File: src/rtl/div_pkg.sv
package div_pkg;

    typedef enum logic [1:0] {
        DIV_IDLE = 2'd0,
        DIV_RUN  = 2'd1,
        DIV_FIX  = 2'd2
    } div_state_e;

endpackage

File: src/rtl/div_operand_prep.sv
module div_operand_prep #(
    parameter int W = 16
) (
    input  logic         wide,
    input  logic         sgn,
    input  logic [W-1:0] dvd_hi,
    input  logic [W-1:0] dvd_lo,
    input  logic [W-1:0] dvs,
    output logic [W-1:0] mag_hi,
    output logic [W-1:0] mag_lo,
    output logic [W-1:0] dmag,
    output logic         qneg,
    output logic         rneg,
    output logic         pre_trap
);
    localparam int H = W / 2;

    // byte-size operands
    logic         b_dvd_neg;
    logic         b_dvs_neg;
    logic [W-1:0] b_mag;
    logic [H-1:0] b_dvs;
    logic [H-1:0] b_dmag;

    // word-size operands
    logic           w_dvd_neg;
    logic           w_dvs_neg;
    logic [2*W-1:0] w_dvd;
    logic [2*W-1:0] w_mag;
    logic [W-1:0]   w_dmag;

    always_comb begin
        b_dvd_neg = sgn & dvd_lo[W-1];
        b_mag     = b_dvd_neg ? (~dvd_lo + 1'b1) : dvd_lo;
        b_dvs     = dvs[H-1:0];
        b_dvs_neg = sgn & b_dvs[H-1];
        b_dmag    = b_dvs_neg ? (~b_dvs + 1'b1) : b_dvs;

        w_dvd     = {dvd_hi, dvd_lo};
        w_dvd_neg = sgn & dvd_hi[W-1];
        w_mag     = w_dvd_neg ? (~w_dvd + 1'b1) : w_dvd;
        w_dvs_neg = sgn & dvs[W-1];
        w_dmag    = w_dvs_neg ? (~dvs + 1'b1) : dvs;

        if (wide) begin
            mag_hi = w_mag[2*W-1:W];
            mag_lo = w_mag[W-1:0];
            dmag   = w_dmag;
            qneg   = w_dvd_neg ^ w_dvs_neg;
            rneg   = w_dvd_neg;
        end else begin
            // upper half of the 16-bit magnitude is the starting partial
            // remainder; the lower half is left-aligned so the shifter
            // feeds it MSB first
            mag_hi = {{H{1'b0}}, b_mag[W-1:H]};
            mag_lo = {b_mag[H-1:0], {H{1'b0}}};
            dmag   = {{H{1'b0}}, b_dmag};
            qneg   = b_dvd_neg ^ b_dvs_neg;
            rneg   = b_dvd_neg;
        end

        // zero divisor, or a magnitude quotient of 2^n or more
        pre_trap = (dmag == '0) || (mag_hi >= dmag);
    end

endmodule

File: src/rtl/div_step.sv
module div_step #(
    parameter int W = 16
) (
    input  logic [W-1:0] rem_in,
    input  logic         bit_in,
    input  logic [W-1:0] dmag,
    output logic [W-1:0] rem_out,
    output logic         qbit
);
    logic [W+1:0] diff;
    logic [W:0]   shifted;

    always_comb begin
        shifted = {rem_in, bit_in};
        diff    = {1'b0, shifted} - {2'b00, dmag};
        qbit    = ~diff[W+1];
        rem_out = qbit ? diff[W-1:0] : shifted[W-1:0];
    end

endmodule

File: src/rtl/div_sign_fix.sv
module div_sign_fix #(
    parameter int W = 16
) (
    input  logic         wide,
    input  logic         sgn,
    input  logic         qneg,
    input  logic         rneg,
    input  logic [W-1:0] qmag,
    input  logic [W-1:0] rmag,
    output logic [W-1:0] q_out,
    output logic [W-1:0] r_out,
    output logic         ovf
);
    localparam int H = W / 2;
    localparam logic [W-1:0] LIM_WORD = {1'b1, {(W-1){1'b0}}};
    localparam logic [W-1:0] LIM_BYTE = {{H{1'b0}}, 1'b1, {(H-1){1'b0}}};

    logic [W-1:0] lim;

    always_comb begin
        lim   = wide ? LIM_WORD : LIM_BYTE;
        // negative quotients may reach the limit itself, positive ones not
        ovf   = sgn && (qneg ? (qmag > lim) : (qmag >= lim));
        q_out = qneg ? (~qmag + 1'b1) : qmag;
        r_out = rneg ? (~rmag + 1'b1) : rmag;
    end

endmodule

File: src/rtl/int_divider.sv
module int_divider #(
    parameter int W = 16
) (
    input  logic         clk,
    input  logic         rst_n,
    input  logic         start,
    input  logic         wide,
    input  logic         signed_op,
    input  logic [W-1:0] dividend_hi,
    input  logic [W-1:0] dividend_lo,
    input  logic [W-1:0] divisor,
    output logic [W-1:0] result_lo,
    output logic [W-1:0] result_hi,
    output logic         done,
    output logic         div_trap
);
    import div_pkg::*;

    localparam int H  = W / 2;
    localparam int CW = $clog2(W + 1);

    typedef struct packed {
        div_state_e   st;
        logic [CW-1:0] cnt;
        logic [W-1:0] rem;
        logic [W-1:0] sh;
        logic [W-1:0] quo;
        logic [W-1:0] dmag;
        logic         wide;
        logic         sgn;
        logic         qneg;
        logic         rneg;
        logic [W-1:0] res_lo;
        logic [W-1:0] res_hi;
        logic         done;
        logic         trap;
    } div_regs_t;

    div_regs_t r_d, r_q;

    logic [W-1:0] p_mag_hi, p_mag_lo, p_dmag;
    logic         p_qneg, p_rneg, p_trap;
    logic [W-1:0] s_rem;
    logic         s_qbit;
    logic [W-1:0] f_q, f_r;
    logic         f_ovf;

    logic busy;
    logic op_wide;

    div_operand_prep #(.W(W)) u_prep (
        .wide     (wide),
        .sgn      (signed_op),
        .dvd_hi   (dividend_hi),
        .dvd_lo   (dividend_lo),
        .dvs      (divisor),
        .mag_hi   (p_mag_hi),
        .mag_lo   (p_mag_lo),
        .dmag     (p_dmag),
        .qneg     (p_qneg),
        .rneg     (p_rneg),
        .pre_trap (p_trap)
    );

    div_step #(.W(W)) u_step (
        .rem_in  (r_q.rem),
        .bit_in  (r_q.sh[W-1]),
        .dmag    (r_q.dmag),
        .rem_out (s_rem),
        .qbit    (s_qbit)
    );

    div_sign_fix #(.W(W)) u_fix (
        .wide  (r_q.wide),
        .sgn   (r_q.sgn),
        .qneg  (r_q.qneg),
        .rneg  (r_q.rneg),
        .qmag  (r_q.quo),
        .rmag  (r_q.rem),
        .q_out (f_q),
        .r_out (f_r),
        .ovf   (f_ovf)
    );

    always_comb begin
        r_d      = r_q;
        r_d.done = 1'b0;
        r_d.trap = 1'b0;
        unique case (r_q.st)
            DIV_IDLE: begin
                if (start) begin
                    if (p_trap) begin
                        r_d.done = 1'b1;
                        r_d.trap = 1'b1;
                    end else begin
                        r_d.st   = DIV_RUN;
                        r_d.cnt  = wide ? CW'(W) : CW'(H);
                        r_d.rem  = p_mag_hi;
                        r_d.sh   = p_mag_lo;
                        r_d.quo  = '0;
                        r_d.dmag = p_dmag;
                        r_d.wide = wide;
                        r_d.sgn  = signed_op;
                        r_d.qneg = p_qneg;
                        r_d.rneg = p_rneg;
                    end
                end
            end
            DIV_RUN: begin
                r_d.rem = s_rem;
                r_d.quo = {r_q.quo[W-2:0], s_qbit};
                r_d.sh  = {r_q.sh[W-2:0], 1'b0};
                r_d.cnt = r_q.cnt - 1'b1;
                if (r_q.cnt == CW'(1)) begin
                    r_d.st = DIV_FIX;
                end
            end
            DIV_FIX: begin
                r_d.st   = DIV_IDLE;
                r_d.done = 1'b1;
                if (f_ovf) begin
                    r_d.trap = 1'b1;
                end else if (r_q.wide) begin
                    r_d.res_lo = f_q;
                    r_d.res_hi = f_r;
                end else begin
                    r_d.res_lo = {f_r[H-1:0], f_q[H-1:0]};
                end
            end
            default: r_d.st = DIV_IDLE;
        endcase
    end

    always_ff @(posedge clk) begin
        if (!rst_n) begin
            r_q        <= '0;
            r_q.st     <= DIV_IDLE;
        end else begin
            r_q <= r_d;
        end
    end

    assign busy      = (r_q.st != DIV_IDLE);
    assign op_wide   = r_q.wide;
    assign result_lo = r_q.res_lo;
    assign result_hi = r_q.res_hi;
    assign done      = r_q.done;
    assign div_trap  = r_q.trap;

endmodule

File: config.mk
export PLATFORM = sky130hd
export DESIGN_NAME = int_divider
export DESIGN_NICKNAME = d
export VERILOG_FILES = /design/src/rtl/div_pkg.sv /design/src/rtl/div_operand_prep.sv /design/src/rtl/div_step.sv /design/src/rtl/div_sign_fix.sv /design/src/rtl/int_divider.sv
export SDC_FILE = /design/constraint.sdc
export NUM_CORES = 1
export LEC_CHECK = 0
export ABC_AREA = 1
export BUFFER_PORTS_ARGS = -buffer_cell sky130_fd_sc_hd__buf_4
export CORE_ASPECT_RATIO = 1.2
export CORE_UTILIZATION = 35
export DETAILED_ROUTE_END_ITERATION = 8
export GPL_ROUTABILITY_DRIVEN = 0
export HOLD_SLACK_MARGIN = 0.02
export PLACE_DENSITY = 0.62
export SYNTH_ARGS = -nofsm -noshare
export SYNTH_HDL_FRONTEND = slang
export SYNTH_SLANG_ARGS = --single-unit
File: constraint.sdc
create_clock -name clk -period 4.5 [get_ports clk]
set_clock_uncertainty 0.05 [all_clocks]
set_input_delay 0.9 -clock clk [delete_from_list [all_inputs] [get_ports clk]]
set_output_delay 0.9 -clock clk [all_outputs]
set_load 0.02 [all_outputs]
==> results.md <==
- Final Setup Violations: 0
- Worst-Skew Late Latency: 350 ps
- H-tree depth: 3
- Met3 wire length: 1290 um
- Worst Setup Start Kind: input port
- Max-slew violation count: 0
- Layout area overhead: 11.6%
- Via-to-Cell Ratio: 5.04
- DP Worst Slack: 83.4 ps
- Most frequent cell after synthesis: nand2_1
- CTS buffer count: 9
- Peak fanout along the critical path: 7
- Starting Density: 0.356
- Diodes inserted: 0
- HP Class: reg2reg
- Multi-input gate area: 5500 um2
- Final wirelength: 24500 um
- RSZ-0062 raised after global routing: false
- CTS Buffer Depth: 2
- Synthesized area per cell: 6.15 um2
- Critical path arrival: 4310 ps
- Crit path kind: in2reg
- Critical Path RT: 4750 ps
- Total track usage: 0.192
- Max-cap violation count: 0
- Hold Vio Cnt, Final: 0
- Post-synthesis sequential area ratio: 0.248
- Ys Warns: 0
- Synth Register Bits: 109
- First-pass iteration count of the detailed router: 5
- Tightest Pin Transition: 1020 ps
- Rows: 63
- GRT Residual Overflow: 0
- Ports: 87
- Share of the synthesized area in the top cell type: 0.248
- Fin area: 9830 um2
- Maximum vdd ir drop: 0.000186 V
- Top layer reached by signal wires: met4
- Status: finished clean
- DRT met1 WL: 11600 um
- DPL Wire Length: 18800 um
- Post-Synthesis Cells: 1433
- Clock Tree Root: clkbuf_16
- Die height: 176 um
- Number of global-route vias before repair: 8389
- Yosys cell types: 47
- Post-DP Area: 9510 um2
- Met2 WL: 11200 um
- Max-slew headroom: 0.320
- Sequential Area: 2180 um2
- Fill count: 2724
- CTS tree: yes
- Most instantiated cells after synthesis: nand2_1 (354), inv_1 (148), a21oi_1 (147), nor2_1 (143), nand3_1 (113)
- Static Leak: 0.00454 uW
- Dominant cells by area after synthesis: dfxtp_1 (25%), nand2_1 (15%), a21oi_1 (8.4%), nand3_1 (6.4%), inv_1 (6.3%)
- Via Count: 9026
- FFs w/ async S/R, synth: 0
- Final ANT Viol Nets: 0
- I/O Buffers: 86
- CTS Hold Bufs: 0
- DIE AREA: 25800 um2
- Final TNS setup: 0 ps
- Post-Syn Area: 8810 um2
- First-pass GRT wire length: 40800 um
- Synthesized Nets: 1528
- DR WL/cell: 13.7 um
- Initial antenna violation count: 0
- Layout cells sized above 1: 0.113
- Fin crit period: 4060 ps
- Largest net degree at the start of global routing: 54
- Layout Nets: 1556
- Power density cells: 376 nW/um2
- Worst setup margin: 436 ps
- Post-synth EDFFs: 0
- Clock slew at reported path FFs: 70 ps
- Fmax: 246 MHz
- Most used DFF post-synth: dfxtp_1
- Hold slack: 412 ps
- # clock sinks: 109
- Initial DRC count: 636
- Core area: 24800 um2
- Final Cycle Share: 0.903
- Die width: 147 um
- Critical path endpoint category: register
- Synth area leader: dfxtp_1
- DR DRC count: 0
==> final cells by class <==
type	instances	share of cell area
Sequential cell	109	0.222
Multi-Input combinational cell	1073	0.560
Timing Repair Buffer	109	0.0845
Tap cell	325	0.0414
Inverter	159	0.0607
Clock inverter	6	0.00726
Clock buffer	10	0.0243
==> per-layer routing <==
metal / vias to the layer above / global-route usage
met5: - / 0
met4: 0 / 0.0538
met3: 38 / 0.0195
met2: 245 / 0.320
met1: 4022 / 0.261
li1: 4721 / -
==> per-stage QoR <==
stage | power (uW) | util | std cells
floorplan | 2480 | - | 1433
global placement | 2870 | 0.384 | 1775
detailed placement | 2880 | 0.384 | 1775
CTS | 3710 | 0.397 | 1791
global route | 4010 | 0.397 | 1791
finish | 3700 | 0.397 | 1791
==> logic make-up after synthesis <==
kind of cell,count (synthesis),synth area share
xor+xnor,43,0.0428
flops,109,0.248
compound gates,286,0.174
buf+inv,251,0.129
fa+ha+maj,42,0.0605
simple gates,702,0.346
==> registers in the layout, indices dropped and copies added (netlist names) <==
name	flops
done	1
r_q	74
result_hi	16
div_trap	1
op_wide	1
result_lo	16
==> report_power, final <==
| group | leakage (uW) | switching [uW] | total [uW] | internal (uW) |
|---|---|---|---|---|
| Sequential | 0.000889 | 87.9 | 1160 | 1070 |
| Clock | 0.000139 | 371 | 822 | 451 |
| Combinational | 0.00352 | 1110 | 1710 | 604 |
| Total | 0.00454 | 1570 | 3700 | 2130 |
==> critical path: stages <==
cell and delay (ps):
buf_4 120, inv_1 130, nand4_1 180, nor3_1 330
nand2_1 150, nor2_1 140, nand2_1 90, nand2_1 200
a21oi_1 110, nor2_1 200, ha_1 280, nand2_1 70
inv_1 50, o21ai_0 70, a21oi_1 80, nor2_1 120
nand3_1 110, inv_1 140, nand2_4 100, nor2_4 170
nand2_1 230, nor2_1 210, nor2_1 60, nor2_1 70
==> worst paths after layout <==
check        depth (start not counted)      startpoint  slack [ps]             to
max                                 24  dividend_lo[2]         440        r_q[76]
min                                  2   result_hi[11]         410  result_hi[11]
max reg2reg                          9         op_wide        1300   result_hi[8]
min reg2reg                          2   result_hi[11]         410  result_hi[11]
==> what timing repair did <==
action / 4_1_cts / 5_1_grt
setup endpoints to repair: 0 / 2
buffers inserted: 0 / 0
gates resized for setup: 0 / 1
hold endpoints to repair: 0 / 0
==> placed cells by master, fill, tap and decap left out, types with 8 or more instances in the layout <==
master and n:
nor2_1 142, inv_1 148, nand4_1 35, nand3_1 113, buf_4 108, a21oi_1 147
dfxtp_1 109, inv_2 8, ha_1 41, nand2_1 354, o211ai_1 13, xor2_1 33
o21ai_0 103, nor3_1 18, clkbuf_16 9, xnor2_1 10
No activity file was read; power rests on OpenSTA's default activity.
